## src/rtl/phy_tune_pkg.sv

```systemverilog
package phy_tune_pkg;
  typedef enum logic [2:0] {
    ST_IDLE, ST_ZERO, ST_ADDR, ST_DATA, ST_STB_HI, ST_STB_LO, ST_FIN
  } step_e;
  localparam int FLD_ADDR_LSB = 8;
  localparam int FLD_DATA_BIT = 7;
endpackage

```

## src/rtl/ptw_step_fsm.sv

```systemverilog
module ptw_step_fsm
  import phy_tune_pkg::*;
#(
  parameter int LEN_W = 4
) (
  input  logic             clk_i,
  input  logic             rst_ni,
  input  logic             start_i,
  input  logic [LEN_W-1:0] len_i,
  input  logic             zero_first_i,
  output step_e            step_o,
  output logic             accept_o,
  output logic [LEN_W-1:0] bit_idx_o,
  output logic             done_o
);
  step_e            step_q;
  logic [LEN_W-1:0] len_q, idx_q, idx_nx;
  logic             done_q;

  assign accept_o  = start_i && (step_q == ST_IDLE);
  assign idx_nx    = idx_q + LEN_W'(1);
  assign step_o    = step_q;
  assign bit_idx_o = idx_q;
  assign done_o    = done_q;

  always_ff @(posedge clk_i or negedge rst_ni) begin
    if (!rst_ni) begin
      step_q <= ST_IDLE;
      len_q  <= '0;
      idx_q  <= '0;
      done_q <= 1'b0;
    end else begin
      done_q <= (step_q == ST_FIN);
      unique case (step_q)
        ST_IDLE: if (accept_o) begin
          len_q <= len_i;
          idx_q <= '0;
          if (zero_first_i)      step_q <= ST_ZERO;
          else if (len_i == '0)  step_q <= ST_FIN;
          else                   step_q <= ST_ADDR;
        end
        ST_ZERO:   step_q <= (len_q == '0) ? ST_FIN : ST_ADDR;
        ST_ADDR:   step_q <= ST_DATA;
        ST_DATA:   step_q <= ST_STB_HI;
        ST_STB_HI: step_q <= ST_STB_LO;
        ST_STB_LO: begin
          if (idx_nx == len_q) step_q <= ST_FIN;
          else begin
            idx_q  <= idx_nx;
            step_q <= ST_ADDR;
          end
        end
        ST_FIN:  step_q <= ST_IDLE;
        default: step_q <= ST_IDLE;
      endcase
    end
  end
endmodule

```

## src/rtl/ptw_shift.sv

```systemverilog
module ptw_shift #(
  parameter int DATA_W = 8
) (
  input  logic              clk_i,
  input  logic              rst_ni,
  input  logic              load_i,
  input  logic [DATA_W-1:0] data_i,
  input  logic              shift_i,
  output logic              lsb_o
);
  logic [DATA_W-1:0] sh_q;

  always_ff @(posedge clk_i or negedge rst_ni) begin
    if (!rst_ni)      sh_q <= '0;
    else if (load_i)  sh_q <= data_i;
    else if (shift_i) sh_q <= sh_q >> 1;
  end

  assign lsb_o = sh_q[0];
endmodule

```

## src/rtl/ptw_reg_next.sv

```systemverilog
module ptw_reg_next
  import phy_tune_pkg::*;
#(
  parameter int REG_W  = 32,
  parameter int ADDR_W = 8,
  parameter int N_PHY  = 4,
  parameter int PHY_W  = 2
) (
  input  step_e             step_i,
  input  logic [REG_W-1:0]  cur_i,
  input  logic [ADDR_W-1:0] addr_i,
  input  logic              bit_i,
  input  logic [PHY_W-1:0]  phy_i,
  output logic [REG_W-1:0]  next_o,
  output logic              wr_o
);
  logic [REG_W-1:0] stb_mask;

  // strobe of PHY p lives at bit 2*p
  for (genvar b = 0; b < REG_W; b++) begin : g_mask
    if ((b % 2 == 0) && (b / 2 < N_PHY)) begin : g_stb
      assign stb_mask[b] = (phy_i == PHY_W'(b / 2));
    end else begin : g_none
      assign stb_mask[b] = 1'b0;
    end
  end

  always_comb begin
    next_o = cur_i;
    wr_o   = 1'b1;
    unique case (step_i)
      ST_ZERO:   next_o = '0;
      ST_ADDR:   next_o[FLD_ADDR_LSB +: ADDR_W] = addr_i;
      ST_DATA: begin
        next_o = cur_i & ~stb_mask;
        next_o[FLD_DATA_BIT] = bit_i;
      end
      ST_STB_HI: next_o = cur_i | stb_mask;
      ST_STB_LO: next_o = cur_i & ~stb_mask;
      default:   wr_o   = 1'b0;
    endcase
  end
endmodule

```

## src/rtl/phy_tune_writer.sv

```systemverilog
module phy_tune_writer
  import phy_tune_pkg::*;
#(
  parameter int          REG_W   = 32,
  parameter int          ADDR_W  = 8,
  parameter int          DATA_W  = 8,
  parameter int          N_PHY   = 4,
  parameter logic [31:0] RST_VAL = 32'h5A5A_0022,
  localparam int PHY_W = (N_PHY > 1) ? $clog2(N_PHY) : 1,
  localparam int LEN_W = $clog2(DATA_W + 1)
) (
  input  logic              clk_i,
  input  logic              rst_ni,
  input  logic              start_i,
  input  logic [PHY_W-1:0]  phy_idx_i,
  input  logic [ADDR_W-1:0] addr_i,
  input  logic [DATA_W-1:0] data_i,
  input  logic [LEN_W-1:0]  len_i,
  input  logic              zero_first_i,
  output logic              wr_en_o,
  output logic [REG_W-1:0]  wr_data_o,
  output logic              busy_o,
  output logic              done_o
);
  step_e             step;
  logic              accept, bit_val, wr_req;
  logic [LEN_W-1:0]  len_eff, bit_idx;
  logic [PHY_W-1:0]  phy_q;
  logic [ADDR_W-1:0] addr_q, cur_addr;
  logic [REG_W-1:0]  shadow_q, shadow_nx;
  logic              wr_en_q;

  assign len_eff  = (len_i > LEN_W'(DATA_W)) ? LEN_W'(DATA_W) : len_i;
  assign cur_addr = addr_q + ADDR_W'(bit_idx);

  ptw_step_fsm #(.LEN_W(LEN_W)) u_fsm (
    .clk_i       (clk_i),
    .rst_ni      (rst_ni),
    .start_i     (start_i),
    .len_i       (len_eff),
    .zero_first_i(zero_first_i),
    .step_o      (step),
    .accept_o    (accept),
    .bit_idx_o   (bit_idx),
    .done_o      (done_o)
  );

  ptw_shift #(.DATA_W(DATA_W)) u_shift (
    .clk_i  (clk_i),
    .rst_ni (rst_ni),
    .load_i (accept),
    .data_i (data_i),
    .shift_i(step == ST_STB_LO),
    .lsb_o  (bit_val)
  );

  ptw_reg_next #(
    .REG_W(REG_W), .ADDR_W(ADDR_W), .N_PHY(N_PHY), .PHY_W(PHY_W)
  ) u_next (
    .step_i(step),
    .cur_i (shadow_q),
    .addr_i(cur_addr),
    .bit_i (bit_val),
    .phy_i (phy_q),
    .next_o(shadow_nx),
    .wr_o  (wr_req)
  );

  always_ff @(posedge clk_i or negedge rst_ni) begin
    if (!rst_ni) begin
      phy_q    <= '0;
      addr_q   <= '0;
      shadow_q <= REG_W'(RST_VAL);
      wr_en_q  <= 1'b0;
    end else begin
      if (accept) begin
        phy_q  <= phy_idx_i;
        addr_q <= addr_i;
      end
      if (wr_req) shadow_q <= shadow_nx;
      wr_en_q <= wr_req;
    end
  end

  assign wr_en_o   = wr_en_q;
  assign wr_data_o = shadow_q;
  assign busy_o    = (step != ST_IDLE);
endmodule

```

## config.mk

```make
export PLATFORM = sky130hd
export DESIGN_NAME = phy_tune_writer
export DESIGN_NICKNAME = d
export VERILOG_FILES = /design/src/rtl/phy_tune_pkg.sv /design/src/rtl/ptw_step_fsm.sv /design/src/rtl/ptw_shift.sv /design/src/rtl/ptw_reg_next.sv /design/src/rtl/phy_tune_writer.sv
export SDC_FILE = /design/constraint.sdc
export NUM_CORES = 1
export LEC_CHECK = 0
export ABC_AREA = 1
export BUFFER_PORTS_ARGS = -buffer_cell sky130_fd_sc_hd__buf_2
export CORE_AREA = 2 2 101 54
export CTS_BUF_LIST = sky130_fd_sc_hd__clkbuf_16
export DETAILED_ROUTE_END_ITERATION = 10
export DIE_AREA = 0 0 103 56
export PLACE_DENSITY = 0.86
export SLEW_MARGIN = 10
export SYNTH_ARGS = -nofsm -noshare
export SYNTH_HDL_FRONTEND = slang
export SYNTH_SLANG_ARGS = --single-unit
```

## constraint.sdc

```tcl
create_clock -name clk_i -period 2.2 [get_ports clk_i]
set_input_delay 0.22 -clock clk_i [delete_from_list [all_inputs] [get_ports clk_i]]
set_output_delay 0.22 -clock clk_i [all_outputs]
set_load 0.02 [all_outputs]
```

==> flow_metrics.py <==
metrics = {
    "power_and_ir_drop": {
        "power.total_mw": 3.898,
        "p_per_area_mw_per_mm2": 1337,
        "power.leakage_nw": 1.640,
        "ir_drop_uv": 582.3,
    },
    "sta": {
        "finClkSkew_ns": 0.005965,
        "finalCritPeriodShare": 0.7930,
        "final.setup.tns_ns": 0,
        "rsz0062_at_grt": "no",
        "fin_crit_ns": 1.745,
        "fmax_mhz": 573.2,
        "setup_violations": 0,
        "drv_slew": 0,
        "hold_viol": 0,
    },
    "floorplanning": {
        "die_y_microns": 56,
        "io_pins": 61,
        "rows": 18,
        "dieArea_sq_mm": 0.005768,
        "start_util": 0.5226,
        "core_sq_mm": 0.004820,
        "die_x_microns": 103,
    },
    "global_routing": {
        "met1_usage": 0.2304,
        "grt_pass1_vias": 1983,
        "antenna_found_initial": 0,
        "grt_max_degree": 22,
        "top_usage_layer": "met2",
        "grt_overflow": 0,
        "gr-usage-met2": 0.3145,
        "grt_usage": 0.1875,
        "grt.met3_usage": 0.04899,
        "grt_pass1_wl_mm": 8.438,
    },
    "setup_path": {
        "required_ns": 2.38,
        "crit_type": "register to register",
        "crit_path_start_kind": "register",
        "critPathArrivalTime_ns": 1.92,
        "crit_path_end_kind": "register",
        "cp_max_fo": 8,
    },
    "route": {
        "drc": 0,
        "drt_iter0_markers": 108,
        "wire_per_inst_microns": 12.25,
        "dr.pass1.iters": 4,
        "wl_mm": 5.244,
        "vias": 2135,
        "ant_nets": 0,
        "routed_via_density": 4.988,
    },
    "synth": {
        "synth_cell_type_count": 33,
        "synthCells": 310,
        "synth_area_sq_mm": 0.002519,
        "syn_avg_cell_area_sq_um": 8.125,
        "yosysWarnings": 0,
        "synth-seq-cells": 46,
        "ys_seq_area_frac": 0.4580,
    },
    "clock_tree": {
        "cts.sinks": 46,
        "numCtsBuffers": 5,
        "cts_setup_buffers": 0,
        "h-tree-depth": 2,
        "clkSlewWorstSetupHoldPaths_ns": 0.06,
        "cts_root_buffer": "clkbuf_16",
        "clk_latency_ns": 0.28,
        "clockBufferDepth": 2,
        "cts_tree": "built",
    },
    "placement": {
        "port_buffers": 51,
        "gp_congestion": 0.9186,
        "dpl.hpwl_mm": 3.992,
    },
    "run": {
        "cap_violations": 0,
    },
    "run_status": {
        "status": "finished, final reports clean",
    },
    "final_layout": {
        "drive_gt1_frac": 0.2123,
        "fin_nets": 390,
        "diodes": 0,
        "fillers": 392,
        "syn_to_final_growth_pct": 15.75,
    },
    "min_path": {
        "hold_class": "primary input to register",
    },
}
==> metal layers <==
metal | share of wire | vias to the layer above
met5 | 0 | -
met4 | 0.012 | 0
met3 | 0.054 | 9
met2 | 0.48 | 69
met1 | 0.45 | 990
li1 | - | 1067
==> cell type report <==
type                            instances  area, sq um  area share
Timing Repair Buffer                   54        280.3     0.09614
Multi-Input combinational cell        204         1054      0.3614
Sequential cell                        46         1154      0.3957
Inverter                               47        181.4     0.06223
Clock inverter                          2        33.78     0.01159
Tap cell                               70        87.58     0.03004
Clock buffer                            5        125.1     0.04292
==> flip-flops by register name (all words and copies together) (netlist names) <==
register         count
wr_en_o              1
u_shift.sh_q         8
u_fsm.done_o         1
u_fsm.len_q          4
u_fsm.step_o         3
u_fsm.bit_idx_o      4
phy_q                2
addr_q               8
wr_data_o           15
==> cell usage in the layout (no fill, tap or decap), drive strengths merged, types with 6 or more instances in the layout <==
master	instances
buf	53
nand3	21
nor2	11
nand4	6
nand2	93
o21ai	37
dfrtp	44
a21oi	7
inv	47
conb	9
==> report_power, final <==
| group | switching (mW) | leakage, nW | internal [mW] |
|---|---|---|---|
| logic | 1.06 | 0.984 | 0.559 |
| registers | 0.274 | 0.579 | 1.19 |
| clock network | 0.297 | 0.0773 | 0.525 |
==> per-stage QoR <==
step           setup slack, ns  area [sq um]  cells    util  hold WS (ns)
6_report                0.4554          2915    428  0.6049        0.1266
3_3_place_gp            0.5658          2746    420  0.5698        0.1715
5_1_grt                 0.3407          2915    428  0.6049        0.1373
4_1_cts                 0.4709          2915    428  0.6049        0.1276
3_5_place_dp            0.4791          2746    420  0.5698        0.1868
2_1_floorplan           0.6340          2549    318       -      -0.07559
==> repair_timing <==
item,in CTS,in global routing
gates resized for setup,0,0
hold buffers,1,0
endpoints found under the hold margin,15,0
==> worst max-delay path, cell delays in order, from the launching register on <==
cell and delay [ns]:
dfrtp_1 0.46, ha_1 0.29, fa_1 0.42, nand3_1 0.11, nand2_1 0.09, nand2_1 0.09, o21bai_1 0.07, nand3_1 0.07
nand2_1 0.05
==> synth_stat cells (all sizes together) <==
| cell | instances | area, sq um |
|---|---|---|
| dfstp | 2 | 52.55 |
| nor3 | 1 | 5.000 |
| buf | 21 | 160.2 |
| nor2 | 11 | 67.57 |
| nand3 | 21 | 110.1 |
| o21bai | 1 | 7.510 |
| ha | 5 | 62.56 |
| o221ai | 1 | 8.760 |
| o21ai | 37 | 185.2 |
| dfrtp | 44 | 1101 |
| nand2 | 93 | 397.9 |
| o22ai | 3 | 18.77 |
| nand4 | 6 | 37.54 |
| o211ai | 4 | 30.03 |
| fa | 1 | 20.02 |
| a22o | 2 | 17.52 |
| o21a | 1 | 7.510 |
| a21oi | 7 | 35.03 |
| conb | 1 | 3.750 |
| inv | 47 | 181.4 |
| xnor2 | 1 | 8.760 |
==> cells by family (layout without fill, tap and decap cells) <==
group	count (synthesis)	count (layout)	share of synthesized area
and+or+nand+nor	132	132	0.2454
buffers and inverters	68	108	0.1356
AOI/OAI and AO/OA	56	56	0.1232
DFF	46	46	0.4580
adders and majority gates	6	6	0.03279
other	1	9	0.001489
xor gates and xnor gates	1	1	0.003478
==> worst paths after layout <==
path / from / to / depth (start not counted) / slack [ns]
min: addr_i[6] / addr_q[6] / 3 / 0.13
min in group asynchronous: rst_ni / wr_data_o[2] / 2 / 0.41
max reg2reg: u_fsm.bit_idx_o[0] / wr_data_o[14] / 8 / 0.46
max: u_fsm.bit_idx_o[0] / wr_data_o[14] / 8 / 0.46
max in group asynchronous: rst_ni / wr_data_o[15] / 3 / 1.21
min reg2reg: wr_data_o[1] / wr_data_o[1] / 2 / 0.47
No activity file was read; power rests on OpenSTA's default activity.
